File: src/rtl/ptr_ext_pkg.sv
package ptr_ext_pkg;
  localparam int unsigned INSTR_W = 16;
  localparam int unsigned N_PTR   = 3;
  localparam int unsigned OFF_W   = 7;
  localparam int unsigned LIT6_W  = 6;
  localparam int unsigned LIT8_W  = 8;
  localparam int unsigned ABS_W   = 12;
  localparam int unsigned CYC_W   = 2;

  typedef enum logic [3:0] {
    OP_NOP,
    OP_ADD,
    OP_SUB,
    OP_ADD_RET,
    OP_SUB_RET,
    OP_PUSH,
    OP_CALLW,
    OP_MV_ABS1,
    OP_MV_IDX1,
    OP_MV2
  } op_e;
endpackage

File: src/rtl/ptr_ext_decode.sv
module ptr_ext_decode
  import ptr_ext_pkg::*;
(
  input  logic [INSTR_W-1:0] word_i,
  input  logic               en_i,
  input  logic               second_i,
  output op_e                op_o,
  output logic [1:0]         sel_o,
  output logic [LIT6_W-1:0]  k6_o,
  output logic [LIT8_W-1:0]  k8_o,
  output logic [OFF_W-1:0]   off_o,
  output logic [ABS_W-1:0]   abs_o
);
  logic ff_ret;
  assign ff_ret = (word_i[7:6] == 2'b11);

  always_comb begin
    op_o = OP_NOP;
    if (second_i) begin
      op_o = OP_MV2;
    end else if (en_i) begin
      case (word_i[15:8])
        8'hE8:   op_o = ff_ret ? OP_ADD_RET : OP_ADD;
        8'hE9:   op_o = ff_ret ? OP_SUB_RET : OP_SUB;
        8'hEA:   op_o = OP_PUSH;
        8'hEB:   op_o = word_i[7] ? OP_MV_IDX1 : OP_MV_ABS1;
        8'h00:   op_o = (word_i[7:0] == 8'h14) ? OP_CALLW : OP_NOP;
        default: op_o = OP_NOP;
      endcase
    end
  end

  assign sel_o = ff_ret ? 2'd2 : word_i[7:6];
  assign k6_o  = word_i[LIT6_W-1:0];
  assign k8_o  = word_i[LIT8_W-1:0];
  assign off_o = word_i[OFF_W-1:0];
  assign abs_o = word_i[ABS_W-1:0];
endmodule

File: src/rtl/ptr_ext_ptrfile.sv
module ptr_ext_ptrfile
  import ptr_ext_pkg::*;
#(
  parameter int unsigned PTR_W = 12
) (
  input  logic                   clk_i,
  input  logic                   rst_ni,
  input  logic                   ld_i,
  input  logic [1:0]             ld_sel_i,
  input  logic [PTR_W-1:0]       ld_val_i,
  input  logic                   upd_i,
  input  logic [1:0]             upd_sel_i,
  input  logic [PTR_W-1:0]       upd_val_i,
  output logic [N_PTR*PTR_W-1:0] ptrs_o
);
  for (genvar g = 0; g < N_PTR; g++) begin : g_ptr
    logic [PTR_W-1:0] q;
    // core load wins over execution on the same pointer
    always_ff @(posedge clk_i or negedge rst_ni) begin
      if (!rst_ni)                             q <= '0;
      else if (ld_i && ld_sel_i == 2'(g))      q <= ld_val_i;
      else if (upd_i && upd_sel_i == 2'(g))    q <= upd_val_i;
    end
    assign ptrs_o[g*PTR_W +: PTR_W] = q;
  end
endmodule

File: src/rtl/ptr_ext_mover.sv
module ptr_ext_mover #(
  parameter int unsigned DATA_W = 8
) (
  input  logic              clk_i,
  input  logic              rst_ni,
  input  logic              start_i,
  input  logic              abs_i,
  input  logic              finish_i,
  input  logic [DATA_W-1:0] rdata_i,
  output logic              wait_o,
  output logic              abs_o,
  output logic [DATA_W-1:0] wdata_o
);
  logic              wait_q, abs_q, fresh_q;
  logic [DATA_W-1:0] hold_q;

  always_ff @(posedge clk_i or negedge rst_ni) begin
    if (!rst_ni) begin
      wait_q  <= 1'b0;
      abs_q   <= 1'b0;
      fresh_q <= 1'b0;
      hold_q  <= '0;
    end else begin
      fresh_q <= start_i;
      if (fresh_q) hold_q <= rdata_i;
      if (start_i) begin
        wait_q <= 1'b1;
        abs_q  <= abs_i;
      end else if (finish_i) begin
        wait_q <= 1'b0;
      end
    end
  end

  // read data arrives one cycle after the request; keep it for late second words
  assign wdata_o = fresh_q ? rdata_i : hold_q;
  assign wait_o  = wait_q;
  assign abs_o   = abs_q;
endmodule

File: src/rtl/ptr_ext_unit.sv
module ptr_ext_unit
  import ptr_ext_pkg::*;
#(
  parameter int unsigned PTR_W  = 12,
  parameter int unsigned DATA_W = 8
) (
  input  logic                   clk_i,
  input  logic                   rst_ni,
  input  logic                   ext_en_i,
  input  logic                   instr_valid_i,
  input  logic [INSTR_W-1:0]     instr_i,
  input  logic                   ptr_ld_i,
  input  logic [1:0]             ptr_ld_sel_i,
  input  logic [PTR_W-1:0]       ptr_ld_val_i,
  input  logic [DATA_W-1:0]      mem_rdata_i,
  output logic                   mem_re_o,
  output logic                   mem_we_o,
  output logic [PTR_W-1:0]       mem_addr_o,
  output logic [DATA_W-1:0]      mem_wdata_o,
  output logic                   done_o,
  output logic [CYC_W-1:0]       cyc_o,
  output logic                   call_req_o,
  output logic                   ret_req_o,
  output logic [N_PTR*PTR_W-1:0] ptr_o
);
  op_e               dec_op, op;
  logic [1:0]        dec_sel;
  logic [LIT6_W-1:0] dec_k6;
  logic [LIT8_W-1:0] dec_k8;
  logic [OFF_W-1:0]  dec_off;
  logic [ABS_W-1:0]  dec_abs;

  logic              mv_wait, mv_abs;
  logic [DATA_W-1:0] mv_wdata;
  logic              mv_start, mv_finish;

  logic              upd;
  logic [1:0]        upd_sel;
  logic [PTR_W-1:0]  upd_val;

  logic [PTR_W-1:0]  ptr2, ptr_f, idx_addr;

  ptr_ext_decode u_dec (
    .word_i   (instr_i),
    .en_i     (ext_en_i),
    .second_i (mv_wait),
    .op_o     (dec_op),
    .sel_o    (dec_sel),
    .k6_o     (dec_k6),
    .k8_o     (dec_k8),
    .off_o    (dec_off),
    .abs_o    (dec_abs)
  );

  assign op       = instr_valid_i ? dec_op : OP_NOP;
  assign ptr2     = ptr_o[2*PTR_W +: PTR_W];
  assign ptr_f    = ptr_o[dec_sel*PTR_W +: PTR_W];
  assign idx_addr = ptr2 + PTR_W'(dec_off);

  always_comb begin
    mem_re_o    = 1'b0;
    mem_we_o    = 1'b0;
    mem_addr_o  = '0;
    mem_wdata_o = '0;
    done_o      = instr_valid_i;
    cyc_o       = instr_valid_i ? CYC_W'(1) : '0;
    call_req_o  = 1'b0;
    ret_req_o   = 1'b0;
    upd         = 1'b0;
    upd_sel     = dec_sel;
    upd_val     = '0;
    mv_start    = 1'b0;
    mv_finish   = 1'b0;
    case (op)
      OP_ADD: begin
        upd     = 1'b1;
        upd_val = ptr_f + PTR_W'(dec_k6);
      end
      OP_SUB: begin
        upd     = 1'b1;
        upd_val = ptr_f - PTR_W'(dec_k6);
      end
      OP_ADD_RET, OP_SUB_RET: begin
        upd       = 1'b1;
        upd_sel   = 2'd2;
        upd_val   = (op == OP_ADD_RET) ? ptr2 + PTR_W'(dec_k6) : ptr2 - PTR_W'(dec_k6);
        ret_req_o = 1'b1;
        cyc_o     = CYC_W'(2);
      end
      OP_PUSH: begin
        mem_we_o    = 1'b1;
        mem_addr_o  = ptr2;
        mem_wdata_o = DATA_W'(dec_k8);
        upd         = 1'b1;
        upd_sel     = 2'd2;
        upd_val     = ptr2 - PTR_W'(1);
      end
      OP_CALLW: begin
        call_req_o = 1'b1;
        cyc_o      = CYC_W'(2);
      end
      OP_MV_ABS1, OP_MV_IDX1: begin
        mem_re_o   = 1'b1;
        mem_addr_o = idx_addr;
        mv_start   = 1'b1;
        done_o     = 1'b0;
        cyc_o      = '0;
      end
      OP_MV2: begin
        mem_we_o    = 1'b1;
        mem_addr_o  = mv_abs ? PTR_W'(dec_abs) : idx_addr;
        mem_wdata_o = mv_wdata;
        mv_finish   = 1'b1;
        cyc_o       = CYC_W'(2);
      end
      default: ;
    endcase
  end

  ptr_ext_mover #(.DATA_W(DATA_W)) u_mover (
    .clk_i    (clk_i),
    .rst_ni   (rst_ni),
    .start_i  (mv_start),
    .abs_i    (op == OP_MV_ABS1),
    .finish_i (mv_finish),
    .rdata_i  (mem_rdata_i),
    .wait_o   (mv_wait),
    .abs_o    (mv_abs),
    .wdata_o  (mv_wdata)
  );

  ptr_ext_ptrfile #(.PTR_W(PTR_W)) u_ptrs (
    .clk_i     (clk_i),
    .rst_ni    (rst_ni),
    .ld_i      (ptr_ld_i),
    .ld_sel_i  (ptr_ld_sel_i),
    .ld_val_i  (ptr_ld_val_i),
    .upd_i     (upd),
    .upd_sel_i (upd_sel),
    .upd_val_i (upd_val),
    .ptrs_o    (ptr_o)
  );
endmodule

File: config.mk
export PLATFORM = sky130hd
export DESIGN_NAME = ptr_ext_unit
export DESIGN_NICKNAME = d
export VERILOG_FILES = /design/src/rtl/ptr_ext_pkg.sv /design/src/rtl/ptr_ext_decode.sv /design/src/rtl/ptr_ext_ptrfile.sv /design/src/rtl/ptr_ext_mover.sv /design/src/rtl/ptr_ext_unit.sv
export SDC_FILE = /design/constraint.sdc
export NUM_CORES = 1
export LEC_CHECK = 0
export ABC_AREA = 1
export BUFFER_PORTS_ARGS = -buffer_cell sky130_fd_sc_hd__buf_2
export CORE_MARGIN = 2
export CORE_UTILIZATION = 51
export CTS_CLUSTER_SIZE = 20
export DETAILED_ROUTE_END_ITERATION = 8
export PLACE_DENSITY_LB_ADDON = 0.08
export REMOVE_ABC_BUFFERS = 1
export SETUP_SLACK_MARGIN = 0.4
export SYNTH_ARGS = -nofsm -noshare
export SYNTH_HDL_FRONTEND = slang
export SYNTH_HIERARCHICAL = 1
export SYNTH_SLANG_ARGS = --single-unit
File: constraint.sdc
create_clock -name clk_i -period 4.1 [get_ports clk_i]
set_input_delay 0.41 -clock clk_i [delete_from_list [all_inputs] [get_ports clk_i]]
set_output_delay 0.41 -clock clk_i [all_outputs]
set_load 0.01 [all_outputs]
==> results.txt <==
The part of the Yosys area used for sequential elements came out at approximately a fifth. The layout overhead on the synthesized area came out at 21.3%. The critical-path maximum fanout is 6. The final count of negative-setup-slack endpoints is 0.

The pin count of the biggest net entering global routing is 48. The total track usage is approximately 33%. The worst setup path is of the in2reg kind.

The relative contribution of combinational cells to total power came out at 57.3%. Summed over all layers, the global routing overflow is 0. The TritonCTS clock tree is done. After clock tree synthesis, the clock-pin slew on the worst setup and hold paths is 0.07 ns.

The fraction of power spent switching nets came out at 47.6%. In this run the cell area measured after placement is 6360 um2. The post-synthesis cell type count came out at 48. The number of max-slew violations in the final report is 0.

The region available for standard cell placement spans 10900 um2. Including well taps, the total number of placed cells is 1126. For this run, the detailed router's first-pass iteration total came to 5. The setup skew after layout came out at 0.00569 ns.

The tightest slew margin relative to the limit is 23.4%. The number of global-route vias before repair is 5977. Among the stages of the critical path, the cell type that occurs most often is nand2_1. The total of fill cells in the finished design came out at 1012. The number of endpoints with negative hold slack in the final report came out at 0. After technology mapping, the gate count stands at about 900. The routed length per instance is 17.9 um.

The number of nets in the finished design is 1081. The weighted congestion reported at the end of routability-driven placement is 1.05. The peak supply drop is 291 uV. The effective utilization at floorplan came out at 52.6%. The flow ran to the end, and the final reports show no timing, DRC or antenna violations. The net load switching power is 1.53 mW. The reg-to-reg setup timing slack came out at 0.53 ns. The share of the clock period used by the worst path after layout is 90.4%. The total standard cell area after synthesis is 5750 um2.

Leaving out filler cells and counting taps, the final layout contains 1145. Sequential cells account for about a quarter of the total power. The slew at the pin with the worst max-slew slack is 1.15 ns. The share of cells above drive strength 1 came out at approximately 29%. The longest clock path from root to sink contains 2 buffers. 0 antenna diodes ended up in the layout. The violation count after the first detailed-routing iteration came out at 598.

The number of antenna-violating nets in the routed design came out at 0. The internal power consumption is 1.68 mW. The detailed-route wire length is 20.5 mm.

Of the total power, the clock network draws approximately 18%. Hold repair after CTS inserted 0 buffers. In this run the worst hold path is classified as in2async. Power spread over the standard cell area amounts to ~460 nW/um2. The yosys synthesis warning count is 6. The kind of end point of the critical path is a flip-flop. The master cell of the clock root buffer is clkbuf_16.

The I/O pin total is 106. Detailed placement finished with a half-perimeter wire length of 15.6 mm. The via density per instance came out at approximately 5.8. The number of port buffers came out at 105.

The static leakage is 3.82 nW. The worst path required time came out at approximately 4.3 ns. The register bit total from synthesis is 47. The full die area is 12100 um2. Setup repair after global routing could not meet its margin everywhere. In this run the worst setup path begins at instr_i[7]. The worst path needs 3.71 ns of the cycle, external delays included. The worst path arrival time came out at 3.91 ns. The H-tree generated during clock tree synthesis spans 2 levels. The reg-to-reg startpoint is u_mover/wait_o$_DFFE_PN0P_.

The max-cap check violation count is 0. Yosys attributes the largest share of cell area to dfrtp_1 20%, nand2_1 16%, nand3_1 8.3%. The top cell type by area accounts for 20.4% of the synthesized area. The dominant cell type by area after synthesis is dfrtp_1. The number of design rule violations left after detail routing is 0. The insertion delay of the later-clocked pin in the worst-skew pair is 0.31 ns. The first global-routing pass estimated 30.8 mm of wire. The vias after detailed routing came out at 6660. The overall die width is between 100 and 150 um. The mean instance size in the synthesized netlist came out at 6.41 um2. The initial antenna violation count came out at 0.

The largest single stage delay on the critical path is 0.31 ns. The maximum clock rate is 270 MHz. The vertical extent of the die came out at approximately 110 um.

The number of core rows came out at 38. For this design, the slowest cell found on the critical path is ha_4. The final cell area excluding filler cells is 6980 um2. The worst setup path is launched from an input port. Clock tree synthesis found a total of 47 sinks. The number of buffers created by CTS came out at 5.
==> layout make-up <==
| type | count | area [um2] | area share (%) |
|---|---|---|---|
| inverter | 112 | 429 | 6.15 |
| sequential | 47 | 1180 | 16.9 |
| clock inverter | 3 | 71.3 | 1.02 |
| tap | 140 | 175 | 2.51 |
| timing repair buffer | 155 | 911 | 13.1 |
| multi-input combinational | 683 | 4090 | 58.6 |
| clock buffer | 5 | 125 | 1.79 |
==> cells by family (layout without fill, tap and decap cells) <==
family,Yosys count,after routing,share of synthesized area [%]
AOI/OAI and AO/OA,139,139,14.9
xor gates and xnor gates,13,13,1.98
adders and majority gates,34,34,7.79
buffers and inverters,168,275,14.0
DFF,47,47,20.4
and+or+nand+nor,497,497,40.8
==> layer usage <==
layer,vias to the layer above,track usage (%),part of all wire (%)
met5,-,0,0
met4,0,11.6,3.6
met3,56,6.00,8.4
met2,372,56.9,49
met1,3066,41.4,39
li1,3166,-,-
==> worst paths after layout <==
kind                                                    end  depth (start not counted)
hold reg to reg                 u_mover/hold_q[1]$_DFF_PN0_                          2
setup / recovery           u_ptrs/g_ptr[0].q[8]$_DFFE_PN0P_                         31
min in group clk_i              u_mover/hold_q[1]$_DFF_PN0_                          3
max in group asynchronous  u_ptrs/g_ptr[1].q[1]$_DFFE_PN0P_                          1
hold / removal                   u_mover/wait_o$_DFFE_PN0P_                          1
setup reg to reg           u_ptrs/g_ptr[0].q[8]$_DFFE_PN0P_                         26
==> Yosys cell counts (all sizes together) <==
cell,number
dfrtp,47
o221ai,2
a22oi,10
a31oi,9
a2bb2oi,1
nand4,27
a21oi,30
nand2,267
a211oi,1
nor2,80
o21ai,53
o21a,1
o32ai,1
a22o,9
xor2,10
ha,31
a21o,3
nand3b,4
xnor2,3
nor3,12
clkinv,2
o22ai,9
o21bai,5
o211ai,5
buf,51
fa,3
or2,4
clkbuf,5
inv,110
nand3,103
==> registers in the layout (all words and copies together), names as in the netlist <==
register,count
u_mover/hold_q,8
u_mover/wait_o,1
u_ptrs/g_ptr.q,36
u_mover/fresh_q,1
u_mover/abs_o,1
==> repair_timing <==
action                                  CTS  global route
endpoints found under the setup margin   14            21
buffers inserted                          2             9
resized for setup                         8            89
pin swaps                                 0            50
endpoints found under the hold margin     0             0
==> worst max-delay path: cells and delay by family <==
kind	cells	cell delay, ns
simple gates	19	1.83
compound gates	7	0.98
buf+inv	4	0.37
fa+ha+maj	1	0.31
==> stage by stage <==
step / setup slack, ns / util (%) / hold WS, ns / power [mW] / TNS (ns)
2_1_floorplan: 0.473 / - / 0.114 / 1.77 / 0
3_3_place_gp: -0.179 / 58.2 / 0.451 / 2.38 / -0.485
3_5_place_dp: -0.188 / 58.2 / 0.458 / 2.41 / -0.588
4_1_cts: 0.416 / 60.3 / 0.330 / 3.00 / 0
5_1_grt: 0.216 / 63.8 / 0.348 / 3.44 / 0
6_report: 0.394 / 63.8 / 0.314 / 3.21 / 0
==> placed cells by master, fill, tap and decap left out, types with 7 or more instances in the layout <==
master	count
a21oi_1	21
a21oi_2	7
a22o_1	9
a22oi_1	10
a31oi_1	8
buf_2	104
buf_4	49
dfrtp_1	47
ha_1	26
inv_1	88
inv_2	20
nand2_1	237
nand2_2	19
nand2_4	10
nand3_1	87
nand3_2	12
nand4_1	27
nor2_1	54
nor2_2	12
nor2_4	13
nor3_1	9
o21ai_0	35
o21ai_1	9
o21ai_2	9
o22ai_1	9
xor2_1	10
==> power by group through the flow <==
stage / Combinational [mW] / Sequential (mW) / Clock, mW
2_1_floorplan: 0.993 / 0.780 / 0
3_3_place_gp: 1.59 / 0.797 / 0
3_5_place_dp: 1.61 / 0.801 / 0
4_1_cts: 1.62 / 0.793 / 0.577
5_1_grt: 2.02 / 0.822 / 0.595
6_report: 1.84 / 0.804 / 0.568
Power figures use the tool's default switching activity.
